==> src/rtl/ac97_tx_pkg.sv <==
package ac97_tx_pkg;
    typedef enum logic [2:0] {
        ST_TAG   = 3'd0,
        ST_ADDR  = 3'd1,
        ST_DATA  = 3'd2,
        ST_LEFT  = 3'd3,
        ST_RIGHT = 3'd4,
        ST_PAD   = 3'd5
    } field_e;
endpackage

==> src/rtl/ac97_tx_seq.sv <==
module ac97_tx_seq
    import ac97_tx_pkg::*;
#(
    parameter int FRAME_BITS = 256,
    parameter int TAG_BITS   = 16,
    parameter int SLOT_BITS  = 20,
    parameter int CW         = $clog2(FRAME_BITS)
) (
    input  logic          bit_clk,
    output logic [CW-1:0] cnt_o,
    output field_e        state_o,
    output field_e        state_nx_o,
    output logic          field_end_o,
    output logic          frame_end_o,
    output logic          sync_o
);
    localparam logic [CW-1:0] E_LAST  = CW'(FRAME_BITS - 1);
    localparam logic [CW-1:0] E_TAG   = CW'(TAG_BITS - 1);
    localparam logic [CW-1:0] E_ADDR  = CW'(TAG_BITS - 1 + SLOT_BITS);
    localparam logic [CW-1:0] E_DATA  = CW'(TAG_BITS - 1 + 2 * SLOT_BITS);
    localparam logic [CW-1:0] E_LEFT  = CW'(TAG_BITS - 1 + 3 * SLOT_BITS);
    localparam logic [CW-1:0] E_RIGHT = CW'(TAG_BITS - 1 + 4 * SLOT_BITS);

    logic [CW-1:0] cnt_q    = E_LAST;
    field_e        state_q  = ST_PAD;
    logic          sync_q   = 1'b1;
    logic [CW-1:0] cnt_nx;
    field_e        state_nx;

    // State register process
    always_ff @(posedge bit_clk) begin
        cnt_q   <= cnt_nx;
        state_q <= state_nx;
        sync_q  <= (cnt_nx == E_LAST) || (cnt_nx < E_TAG);
    end

    // Next state: one transition per field boundary
    always_comb begin
        cnt_nx   = (cnt_q == E_LAST) ? '0 : cnt_q + 1'b1;
        state_nx = state_q;
        unique case (state_q)
            ST_TAG:   if (cnt_q == E_TAG)   state_nx = ST_ADDR;
            ST_ADDR:  if (cnt_q == E_ADDR)  state_nx = ST_DATA;
            ST_DATA:  if (cnt_q == E_DATA)  state_nx = ST_LEFT;
            ST_LEFT:  if (cnt_q == E_LEFT)  state_nx = ST_RIGHT;
            ST_RIGHT: if (cnt_q == E_RIGHT) state_nx = ST_PAD;
            ST_PAD:   if (cnt_q == E_LAST)  state_nx = ST_TAG;
            default:  state_nx = ST_PAD;
        endcase
    end

    // Outputs
    always_comb begin
        cnt_o       = cnt_q;
        state_o     = state_q;
        state_nx_o  = state_nx;
        field_end_o = (state_nx != state_q);
        frame_end_o = (cnt_q == E_LAST);
        sync_o      = sync_q;
    end
endmodule

==> src/rtl/ac97_tx_fieldsel.sv <==
module ac97_tx_fieldsel
    import ac97_tx_pkg::*;
#(
    parameter int TAG_BITS  = 16,
    parameter int SLOT_BITS = 20,
    parameter int PCM_LEVEL = 250000
) (
    input  field_e               sel_i,
    input  logic                 tone_i,
    input  logic                 addr_vld_i,
    input  logic                 data_vld_i,
    input  logic [SLOT_BITS-1:0] addr_i,
    input  logic [SLOT_BITS-1:0] data_i,
    output logic [SLOT_BITS-1:0] word_o
);
    localparam logic [SLOT_BITS-1:0] PCM_POS = SLOT_BITS'(PCM_LEVEL);
    localparam logic [SLOT_BITS-1:0] PCM_NEG = SLOT_BITS'(-PCM_LEVEL);

    logic [TAG_BITS-1:0] tag;

    always_comb begin
        tag                 = '0;
        tag[TAG_BITS-1]     = 1'b1;
        tag[TAG_BITS-2]     = addr_vld_i;
        tag[TAG_BITS-3]     = data_vld_i;
        tag[TAG_BITS-4]     = 1'b1;
        tag[TAG_BITS-5]     = 1'b1;
        unique case (sel_i)
            ST_TAG:            word_o = {tag, {(SLOT_BITS - TAG_BITS){1'b0}}};
            ST_ADDR:           word_o = addr_vld_i ? addr_i : '0;
            ST_DATA:           word_o = data_vld_i ? data_i : '0;
            ST_LEFT, ST_RIGHT: word_o = tone_i ? PCM_POS : PCM_NEG;
            ST_PAD:            word_o = '0;
            default:           word_o = '0;
        endcase
    end
endmodule

==> src/rtl/ac97_frame_tx.sv <==
module ac97_frame_tx
    import ac97_tx_pkg::*;
#(
    parameter int FRAME_BITS = 256,
    parameter int TAG_BITS   = 16,
    parameter int SLOT_BITS  = 20,
    parameter int PCM_LEVEL  = 250000
) (
    input  logic                 bit_clk,
    input  logic                 tone_i,
    input  logic [SLOT_BITS-1:0] cmd_addr_i,
    input  logic                 cmd_addr_vld_i,
    input  logic [SLOT_BITS-1:0] cmd_data_i,
    input  logic                 cmd_data_vld_i,
    output logic                 sdata_o,
    output logic                 sync_o
);
    localparam int CW = $clog2(FRAME_BITS);

    logic [CW-1:0]        cnt;
    field_e               state;
    field_e               state_nx;
    logic                 field_end;
    logic                 frame_end;

    // Per-frame capture of the inputs
    logic                 snap_sq = 1'b0;
    logic                 snap_av = 1'b0;
    logic                 snap_dv = 1'b0;
    logic [SLOT_BITS-1:0] snap_aw = '0;
    logic [SLOT_BITS-1:0] snap_dw = '0;
    logic [SLOT_BITS-1:0] fld_q   = '0;
    logic [SLOT_BITS-1:0] next_word;
    logic                 sel_sq, sel_av, sel_dv;

    ac97_tx_seq #(
        .FRAME_BITS(FRAME_BITS), .TAG_BITS(TAG_BITS),
        .SLOT_BITS(SLOT_BITS),   .CW(CW)
    ) u_seq (
        .bit_clk    (bit_clk),
        .cnt_o      (cnt),
        .state_o    (state),
        .state_nx_o (state_nx),
        .field_end_o(field_end),
        .frame_end_o(frame_end),
        .sync_o     (sync_o)
    );

    // The tag is loaded on the same edge the capture happens, so take live inputs then
    always_comb begin
        sel_sq = frame_end ? tone_i         : snap_sq;
        sel_av = frame_end ? cmd_addr_vld_i : snap_av;
        sel_dv = frame_end ? cmd_data_vld_i : snap_dv;
    end

    ac97_tx_fieldsel #(
        .TAG_BITS(TAG_BITS), .SLOT_BITS(SLOT_BITS), .PCM_LEVEL(PCM_LEVEL)
    ) u_sel (
        .sel_i     (state_nx),
        .tone_i    (sel_sq),
        .addr_vld_i(sel_av),
        .data_vld_i(sel_dv),
        .addr_i    (snap_aw),
        .data_i    (snap_dw),
        .word_o    (next_word)
    );

    always_ff @(posedge bit_clk) begin
        if (frame_end) begin
            snap_sq <= tone_i;
            snap_av <= cmd_addr_vld_i;
            snap_dv <= cmd_data_vld_i;
            snap_aw <= cmd_addr_i;
            snap_dw <= cmd_data_i;
        end
        fld_q <= field_end ? next_word : {fld_q[SLOT_BITS-2:0], 1'b0};
    end

    assign sdata_o = fld_q[SLOT_BITS-1];
endmodule

==> config.mk <==
export PLATFORM = sky130hd
export DESIGN_NAME = ac97_frame_tx
export DESIGN_NICKNAME = d
export VERILOG_FILES = /design/src/rtl/ac97_tx_pkg.sv /design/src/rtl/ac97_tx_seq.sv /design/src/rtl/ac97_tx_fieldsel.sv /design/src/rtl/ac97_frame_tx.sv
export SDC_FILE = /design/constraint.sdc
export NUM_CORES = 1
export LEC_CHECK = 0
export BUFFER_PORTS_ARGS = -buffer_cell sky130_fd_sc_hd__buf_2
export CAP_MARGIN = 20
export CORE_MARGIN = 3
export CORE_UTILIZATION = 42
export DETAILED_ROUTE_END_ITERATION = 8
export PLACE_DENSITY = 0.73
export SETUP_SLACK_MARGIN = 0.4
export SYNTH_ARGS = -nofsm -noshare
export SYNTH_HDL_FRONTEND = slang
export SYNTH_SLANG_ARGS = --single-unit
==> constraint.sdc <==
create_clock -name bit_clk -period 3.4 [get_ports bit_clk]
set_input_delay 0.34 -clock bit_clk [delete_from_list [all_inputs] [get_ports bit_clk]]
set_output_delay 0.34 -clock bit_clk [all_outputs]
set_load 0.005 [all_outputs]
After elaboration in Yosys (flattened, before gate mapping). Cells that the tools add are included.

Equality and inequality tests: 17. Mux-type cells: 16. Magnitude comparators: 1. Reductions and logical operators: 4. $add $sub $neg: 1.

Operators by type and width (count): $mux W20 (4); $pmux W20 S4 (1); $mux W3 (6); $pmux W3 S6 (1); $eq A8 B6 Y1 const B (2); $eq A8 B7 Y1 const B (2); $eq A8 B8 Y1 const B (2); $eq A3 B2 Y1 const B (4); $eq A3 B3 Y1 const B (3); $add A8 B1 Y8 const B (1); $eq A8 B4 Y1 const B (1); $lt A8 B4 Y1 const B (1); $mux W8 (1); $eq A3 B1 Y1 const B (2); $logic_not A3 Y1 (2); $mux W1 (3); $ne A3 B3 Y1 (1); $reduce_or A2 Y1 (1); $logic_or A1 B1 Y1 (1).

Word-level logic and storage cells: 49. Bits in registers: 75.

Depth between registers and ports, before layout. Gate-level depths: netlist of the first run.

Word-level depth: 7. Depth in mapped cells: 9.

Modules after synthesis. From an unflattened synthesis of the first run, not the netlist that was laid out.

Cell total of the unflattened synthesis: 221. Area, all modules: 3114.2 sq um.

Modules (own cells, without submodules): ac97_frame_tx (area each 2009.4 sq um, times used 1, sequential area each 1661.6 sq um, cells an instance 88); ac97_tx_seq (area each 696.9 sq um, times used 1, sequential area each 240.2 sq um, cells an instance 84); ac97_tx_fieldsel (area each 407.9 sq um, times used 1, sequential area each 0.0 sq um, cells an instance 49).

Worst setup path before layout of the first run. No wires, ideal clock.

Kind: register -> register. From: reg u_seq.cnt_q[0], in the netlist u_seq.cnt_o[0]. To: reg fld_q[4]. Stages on the path, launching flop included: 10. Clock period less this slack: 2.762 ns. Path slack: 0.638 ns. Arrival: 2.688 ns. Cell sequence: dfxtp_1 ha_1 buf_2 nand3_2 nor2_4 mux2i_1 nor3b_4 buf_4 a21oi_1 a31oi_1.

Longest elaborated chain between the ends: 7. Elaborated cells between the ends (all ways): 26. Those cells by class: eq/ne (11); mux (13); reduce/logical (2).

Ends and longest elaborated chain: start, declared (line ac97_tx_seq.sv:24) `logic [CW-1:0] cnt_q = E_LAST;`; start signal, assigned (line ac97_tx_seq.sv:32) `cnt_q <= cnt_nx;`; $eq A8 B8 Y1, or another cell as far along (line ac97_tx_seq.sv:47, ac97_tx_seq.sv:58); $mux W3, or another cell as far along (line ac97_tx_seq.sv:47) `ST_PAD: if (cnt_q == E_LAST) state_nx = ST_TAG;`; $pmux W3 S6 (line ac97_tx_seq.sv:41) `unique case (state_q)`; $eq A3 B2 Y1 or $eq A3 B3 Y1 (tied branches) (line ac97_tx_fieldsel.sv:28) `unique case (sel_i)`; $reduce_or A2 Y1 (line ac97_tx_fieldsel.sv:28); $pmux W20 S4 (line ac97_tx_fieldsel.sv:28); $mux W20 (*) (line ac97_frame_tx.sv:76) `fld_q <= field_end ? next_word : {fld_q[SLOT_BITS-2:0], 1'b0};`; end signal, assigned (line ac97_frame_tx.sv:76); end, declared (line ac97_frame_tx.sv:32) `logic [SLOT_BITS-1:0] fld_q = '0;`.

Every way passes the cells marked *; elsewhere a longest branch is shown, timed or not. A chain may end at the register's enable or synchronous reset.

Worst setup path after layout of the first run.
From: reg u_seq.cnt_q[0], in the netlist u_seq.cnt_o[0]. To: reg fld_q[17].

The elaborated chain is that of the path after synthesis.

==> metrics.log, run 1 <==
INFO  metric layout_common_cells = sky130_fd_sc_hd__buf_2 (45), sky130_fd_sc_hd__edfxtp_1 (40), sky130_fd_sc_hd__dfxtp_1 (35)
INFO  metric floorplan.die_area = 8360 µm²
INFO  metric number_of_global_route_vias_before_repair = 1969
INFO  metric min-delay-path-class = in -> reg
INFO  metric syn-num-nets = 298
INFO  metric power.static_leakage = about 1.2 nW
INFO  metric clock_power_frac = 0.385
INFO  metric cp_data_required_time = 3670 ps
INFO  metric whs = 163 ps
INFO  metric placement.io_buffers = 45
INFO  metric synth_area = 3060 µm²
INFO  metric dieWidth = approximately 91 µm
INFO  metric fin_ws = between 600 and 700 ps
INFO  metric cts.clk_slew.worst_paths = 80 ps
INFO  metric timing_max_transition_violations_final = 0
INFO  metric setup-violations-final = 0
INFO  metric tightestPinTransition = 546 ps
INFO  metric wire_length_of_the_first_global_routing_pass = slightly above 9000 µm
INFO  metric std_cell_rows = 30
INFO  metric critical_path_arrival = 3040 ps
INFO  metric placed_cells = 384
INFO  metric area_delta_synth_final = 17.8%
INFO  metric number_of_antenna_violations_at_the_first_check_in_global_routing = 0
INFO  metric cpPeakStageDelay = 510 ps
INFO  metric maximum_level_of_the_cts_h_tree = 3
INFO  metric power = 1.58 mW
INFO  metric drive_above_1_share = 0.269
INFO  metric status = finished clean
INFO  metric initialDrtViolationCount = between 100 and 150
INFO  metric tns = 0 ps
INFO  metric clock_sink_count = 75
INFO  metric timing_hold_violations_final = 0
INFO  metric power.share.sequential = 0.601
INFO  metric finalCriticalPeriod = 2770 ps
INFO  metric cp_num_buf_inv = 0
INFO  metric critical-path-top-delay-family = compound AO/OA/AOI/OAI gates
INFO  metric timing.max_slew.rel_slack = 0.631
INFO  metric cts.path.max_buffers = 2
INFO  metric cts_made_buffers = 9
INFO  metric synth_ff_type = sky130_fd_sc_hd__edfxtp_1
INFO  metric layout_commonest_cell = sky130_fd_sc_hd__buf_2
INFO  metric synth-async-reset-ratio = 0
INFO  metric fmax = 0.362 GHz
INFO  metric ir_worst_vdd = 0.314 mV
INFO  metric placeableCoreArea = 6940 µm²
INFO  metric crit_path_max_fanout = 18
INFO  metric num-fill-cells = 616
INFO  metric syn_avg_cell_area = 12.2 µm²
INFO  metric globalplace.congestion = 0.829
INFO  metric critical_path.cell_chain = ha_1, and4_1, a32oi_4, o41a_1, a311o_1, a21oi_2, a31oi_1
INFO  metric grt-ovfl-total = 0
INFO  metric antenna-diode-count = 0
INFO  metric combPwrFrac = 0.015
INFO  metric finalClockSkew = 8.22 ps
INFO  metric wl_per_cell = 13.9 µm
INFO  metric synth_edf_count = 40
INFO  metric layout_worst_path_cycle_share = 0.813
INFO  metric pin_count = 46
INFO  metric drc = 0
INFO  metric synthesis.instances = roughly 250
INFO  metric clock_tree_from_tritoncts = built
INFO  metric finalWirelength = 5600 µm
INFO  metric synth.yosys.seq_area_share = 0.621
INFO  metric via_count = 2089
INFO  metric critPathSlowestCell = sky130_fd_sc_hd__a311o_1
INFO  metric clk_latency = 340 ps
INFO  metric vias_per_cell = 5.17
INFO  metric switching_share = 0.215
INFO  metric hold_buffers = 0
INFO  metric cellInternalPower = around 1.2 mW
INFO  metric register_bit_count_reported_by_yosys = 75
INFO  metric maxCapViolations = 0
INFO  metric drtAntennaViolNets = 0
INFO  metric dr.pass1.iters = 4
INFO  metric timing.setup.critical_path_class = reg -> reg
INFO  metric worstSetupEndpointType = flip-flop
INFO  metric dpl_hpwl = around 3800 µm
INFO  metric grt_max_degree = 26
INFO  metric yosysUniqueCellTypes = 56
INFO  metric powerDensity = 438 nW/µm²
INFO  metric instances_no_fill = 404
INFO  metric place_worst_setup_slack = 525 ps
INFO  metric rsz0062_at_grt = no
INFO  metric netSwitchingPower = 0.341 mW
INFO  metric initial_standard_cell_utilization_of_the_core = 0.441
INFO  metric ys.warnings.count = 0
INFO  metric final_nets = between 300 and 400
INFO  metric clk_root_buffer_cell = sky130_fd_sc_hd__clkbuf_8
INFO  metric critPathLaunchType = flip-flop
INFO  metric fp.dieH = 91.4 µm
INFO  metric globalRouteTotalUtil = 0.141
## path summary, 6_finish.rpt
kind	start	endpoint	slack (ps)	cells after the start
hold / removal	cmd_data_i[10]	snap_dw[10]$_DFFE_PP_	160	1
hold reg to reg	fld_q[0]$_SDFF_PP0_	fld_q[1]$_DFF_P_	440	2
setup / recovery	u_seq.cnt_o[0]$_DFF_P_	fld_q[17]$_DFF_P_	630	7
setup reg to reg	u_seq.cnt_o[0]$_DFF_P_	fld_q[17]$_DFF_P_	630	7
## routing by layer
layer,part of all wire,vias up,global-route usage
li1,-,1055,-
met1,0.45,975,0.179
met2,0.49,49,0.223
met3,0.047,10,0.0514
met4,0.015,0,0.0427
met5,0,-,0
## per-stage QoR
step / cell area [µm²] / utilization
after floorplan: 3060 / -
after global placement: 3370 / 0.485
after detailed placement: 3370 / 0.485
after CTS: 3540 / 0.510
after global routing: 3610 / 0.520
final: 3610 / 0.520
## cell families (layout without fill, tap and decap cells)
family                   Yosys count  count (layout)  synth area share
XOR/XNOR                           6               6            0.0171
adder cells (fa/ha/maj)            2               2           0.00817
AND/OR/NAND/NOR                   60              60             0.122
multiplexers                       4               4            0.0135
buffers and inverters             25              81            0.0384
flip-flops                        75              75             0.621
AO/OA/AOI/OAI                     80              80             0.180
## registers in the layout (all words and copies together) (netlist names)
register       flops
snap_aw           20
snap_av            1
snap_sq            1
fld_q             20
u_seq.state_o      3
u_seq.cnt_o        8
snap_dv            1
snap_dw           20
u_seq.sync_o       1
## cell usage after synthesis (3+ instances only)
master,instances,share of area
sky130_fd_sc_hd__edfxtp_1,40,0.39
sky130_fd_sc_hd__dfxtp_1,35,0.23
sky130_fd_sc_hd__o21ai_0,25,0.041
sky130_fd_sc_hd__a21oi_1,14,0.023
sky130_fd_sc_hd__a22oi_1,14,0.034
sky130_fd_sc_hd__nand2_1,13,0.016
sky130_fd_sc_hd__inv_1,12,0.015
sky130_fd_sc_hd__a31oi_1,8,0.016
sky130_fd_sc_hd__nor2_1,8,0.0098
sky130_fd_sc_hd__buf_2,7,0.011
sky130_fd_sc_hd__nand4_1,6,0.012
sky130_fd_sc_hd__buf_4,4,0.0098
sky130_fd_sc_hd__nor2b_1,4,0.0082
sky130_fd_sc_hd__xor2_1,4,0.011
sky130_fd_sc_hd__mux2i_1,3,0.0098
sky130_fd_sc_hd__nand3_1,3,0.0049
sky130_fd_sc_hd__nor3b_1,3,0.0073
## power by group through the flow
stage	clock network, mW	registers, mW	logic (mW)
after floorplan	0	0.972	0.0000648
after global placement	0	0.972	0.0226
after CTS	0.623	0.951	0.0235
after global routing	0.668	0.951	0.0262
after detailed placement	0	0.972	0.0234
final	0.608	0.951	0.0230
## layout make-up
class / count / area, µm² / area share
clock buffer: 10 / 128 / 0.0353
tap: 96 / 120 / 0.0333
sequential: 75 / 1900 / 0.527
clock inverter: 6 / 50.0 / 0.0139
timing repair buffer: 53 / 310 / 0.0859
multi-input combinational: 152 / 1060 / 0.292
inverter: 12 / 45.0 / 0.0125
## timing repair
action                     4_1_cts  5_1_grt
gates resized for setup          0        1
setup endpoints to repair        0       20
setup buffers                    0        4
Note: power is estimated with default switching activity, not from simulation.
==> run 2: changes to the inputs <==
ABC_AREA = 1   (was default)
PLACE_DENSITY = 0.75   (was 0.73)
clock period = 2.4 ns   (was 3.4 ns; I/O delays follow)
==> run 2 against run 1 <==
Compared with the run above:
- area after synthesis rose by 4.6%
- via count rose by 18%
- final area rose by 10%
- largest power group unchanged
- first-iteration DRC count rose by 14%
- clock power rose by 61%
==> metrics.log, run 2 <==
INFO  metric finalWirelength = about 6500 µm
INFO  metric cts_made_buffers = 9
INFO  metric drtAntennaViolNets = 0
INFO  metric ir_worst_vdd = 0.506 mV
INFO  metric syn_avg_cell_area = 9.48 µm²
INFO  metric initial_standard_cell_utilization_of_the_core = 0.437
INFO  metric fmax = just over 0.5 GHz
INFO  metric clock_tree_from_tritoncts = built
INFO  metric powerDensity = approximately 590 nW/µm²
INFO  metric hold_buffers = 0
INFO  metric layout_worst_path_cycle_share = 0.828
INFO  metric setup-violations-final = 0
INFO  metric timing_hold_violations_final = 0
INFO  metric synthDominantCellAreaShare = 0.375
INFO  metric std_cell_rows = 31
INFO  metric dieWidth = 93.3 µm
INFO  metric grt_max_degree = 31
INFO  metric via_count = 2471
INFO  metric cell_depth_of_the_worst_hold_path = 1
INFO  metric synth-simple-area-share = 0.301
INFO  metric tightestPinTransition = approximately 460 ps
INFO  metric clk_root_buffer_cell = sky130_fd_sc_hd__clkbuf_8
INFO  metric cp_data_required_time = 2700 ps
INFO  metric finalClockSkew = 10.9 ps
INFO  metric pin_count = 46
INFO  metric syn-num-nets = 384
INFO  metric combPwrFrac = 0.018
INFO  metric synth_xor_area_frac = 0.00547
INFO  metric min-delay-path-class = in -> reg
INFO  metric floorplan.die_area = approximately 8700 µm²
INFO  metric placement.io_buffers = 45
INFO  metric switching_share = 0.213
INFO  metric tns = 0 ps
INFO  metric clock_power_frac = 0.413
INFO  metric timing_max_transition_violations_final = 0
INFO  metric grt-ovfl-total = 0
INFO  metric synth-async-reset-ratio = 0
INFO  metric rsz0062_at_grt = yes
INFO  metric synth_top_cells_by_count = sky130_fd_sc_hd__nand2_1 (96), sky130_fd_sc_hd__nand3_1 (49), sky130_fd_sc_hd__edfxtp_1 (40)
INFO  metric clk_latency = 360 ps
INFO  metric clock_sink_count = 75
INFO  metric vias_per_cell = 4.88
INFO  metric whs = 53.4 ps
INFO  metric maxCapViolations = 0
INFO  metric synthesis.instances = 338
INFO  metric final_nets = 448
INFO  metric dpl_hpwl = approximately 4300 µm
INFO  metric number_of_antenna_violations_at_the_first_check_in_global_routing = 0
INFO  metric wl_per_cell = 12.8 µm
INFO  metric cts.clk_slew.worst_paths = roughly 80 ps
INFO  metric register_bit_count_reported_by_yosys = 75
INFO  metric power.share.sequential = 0.569
INFO  metric netSwitchingPower = 0.505 mW
INFO  metric cts.path.max_buffers = 2
INFO  metric biggestRegsByFlops = fld_q: 20 flops, snap_aw: 20 flops, snap_dw: 20 flops
INFO  metric wire_length_of_the_first_global_routing_pass = 10700 µm
INFO  metric timing.reg2reg.worst_path_depth = 14
INFO  metric worstSetupEndpointType = flip-flop
INFO  metric yosysUniqueCellTypes = 32
INFO  metric synth_edf_count = 40
INFO  metric synth_most_common_cell = sky130_fd_sc_hd__nand2_1
INFO  metric maximum_level_of_the_cts_h_tree = 3
INFO  metric area_delta_synth_final = 24.4%
INFO  metric timing.max_slew.rel_slack = 0.692
INFO  metric globalplace.congestion = 0.859
INFO  metric finalCriticalPeriod = 1990 ps
INFO  metric power.static_leakage = 1.55 nW
INFO  metric antenna-diode-count = 0
INFO  metric synth_top_cells_by_area = sky130_fd_sc_hd__edfxtp_1 (37%), sky130_fd_sc_hd__dfxtp_1 (22%), sky130_fd_sc_hd__nand2_1 (11%), sky130_fd_sc_hd__nand3_1 (7.7%), sky130_fd_sc_hd__inv_1 (3.2%)
INFO  metric synth_ff_type = sky130_fd_sc_hd__edfxtp_1
INFO  metric dr.pass1.iters = 4
INFO  metric layout_common_cells = sky130_fd_sc_hd__nand2_1 (89), sky130_fd_sc_hd__nand3_1 (46), sky130_fd_sc_hd__buf_2 (45)
INFO  metric synth-adder-area-share = 0.00781
INFO  metric dominant_combinational_cell_family_by_area_after_synthesis = simple AND/OR/NAND/NOR gates
INFO  metric synth_area_leader_cell = sky130_fd_sc_hd__edfxtp_1
INFO  metric initialDrtViolationCount = 129
INFO  metric layout_commonest_cell = sky130_fd_sc_hd__nand2_1
INFO  metric synth_area_in_compound_gates = 0.0367
INFO  metric critical_path_arrival = 2290 ps
INFO  metric synth_area = 3200 µm²
INFO  metric globalRouteTotalUtil = 0.161
INFO  metric cellInternalPower = 1.86 mW
INFO  metric critPathLaunchType = flip-flop
INFO  metric number_of_global_route_vias_before_repair = 2330
INFO  metric status = finished clean
INFO  metric timing.setup.critical_path_class = reg -> reg
INFO  metric drc = 0
INFO  metric fp.dieH = between 90 and 100 µm
INFO  metric placeableCoreArea = 7330 µm²
INFO  metric ys.warnings.count = 0
INFO  metric drive_above_1_share = 0.292
INFO  metric crit_path_max_fanout = 8
INFO  metric synth.yosys.seq_area_share = 0.594
INFO  metric fraction_of_synthesized_area_in_multiplexers = 0
-- run 2: changes by cell type after synthesis, sizes merged, moves of 10 or more --
cell / delta
nand2: +92
a21oi: -10
a22oi: -14
nor2: +25
nand3: +47
o21ai: -17
inv: +18
-- run 2: critical path, stage by stage, from the launching register on --
cell and delay, ps:
sky130_fd_sc_hd__dfxtp_4 370, sky130_fd_sc_hd__ha_4 190, sky130_fd_sc_hd__nand2_8 80, sky130_fd_sc_hd__nor2_8 160, sky130_fd_sc_hd__nand2_8 110, sky130_fd_sc_hd__nand2_4 90
sky130_fd_sc_hd__nand2_4 60, sky130_fd_sc_hd__nor2_8 120, sky130_fd_sc_hd__nand2_4 90, sky130_fd_sc_hd__nand2_4 70, sky130_fd_sc_hd__nand2_4 70, sky130_fd_sc_hd__nor2_8 190
sky130_fd_sc_hd__buf_4 180, sky130_fd_sc_hd__nand2_1 70, sky130_fd_sc_hd__nand2_1 70
-- run 2: metrics by stage --
| stage | std cells | instance area (µm²) | total power, mW | setup WS [ps] | util |
|---|---|---|---|---|---|
| after floorplan | 338 | 3220 | 1.38 | 406 | - |
| after global placement | 479 | 3540 | 1.42 | 216 | 0.483 |
| after detailed placement | 479 | 3540 | 1.42 | 138 | 0.483 |
| after CTS | 498 | 3830 | 2.38 | 404 | 0.523 |
| after global routing | 506 | 3990 | 2.46 | 287 | 0.544 |
| final | 506 | 3990 | 2.37 | 414 | 0.544 |
-- run 2: final cells by class --
type / count / area, µm²
clock buffers: 9 / 124
clock inverters: 7 / 77.6
fillers: 623 / 3350
inverters: 30 / 133
multi-input cells: 226 / 1260
flip-flops and latches: 75 / 1910
well taps: 99 / 124
repair buffers: 60 / 358
-- run 2: routing by layer --
metal | vias to the layer above | share of wire | GRT usage
li1 | 1249 | - | -
met1 | 1134 | 0.42 | 0.200
met2 | 76 | 0.50 | 0.256
met3 | 12 | 0.058 | 0.0491
met4 | 0 | 0.021 | 0.0708
met5 | - | 0 | 0
-- run 2: repair_timing --
action	in CTS	in global routing
cloned	0	3
resized for setup	13	28
setup buffers	3	5
pin swaps	2	8
endpoints found under the setup margin	20	20
-- run 2: worst paths after layout --
kind | to | start | slack, ps
min reg2reg | fld_q[10]$_DFF_P_ | fld_q[9]$_DFF_P_ | 440
min | snap_aw[7]$_DFFE_PP_ | cmd_addr_i[7] | 50
max | fld_q[18]$_DFF_P_ | u_seq.cnt_o[1]$_DFF_P_ | 410
max reg2reg | fld_q[18]$_DFF_P_ | u_seq.cnt_o[1]$_DFF_P_ | 410
-- run 2: kinds of logic (layout without fill, tap and decap cells) --
group                    after synthesis  in the layout
AND/OR/NAND/NOR                      200            201
adder cells (fa/ha/maj)                2              2
flip-flops                            75             75
XOR/XNOR                               2              2
buffers and inverters                 38            106
AO/OA/AOI/OAI                         21             21
-- run 2: power groups by stage --
stage | registers [mW] | clock network, mW | logic [mW]
floorplan | 1.38 | 0 | 0.00681
global placement | 1.38 | 0 | 0.0409
detailed placement | 1.38 | 0 | 0.0421
CTS | 1.35 | 0.991 | 0.0427
global route | 1.35 | 1.07 | 0.0481
finish | 1.35 | 0.977 | 0.0424
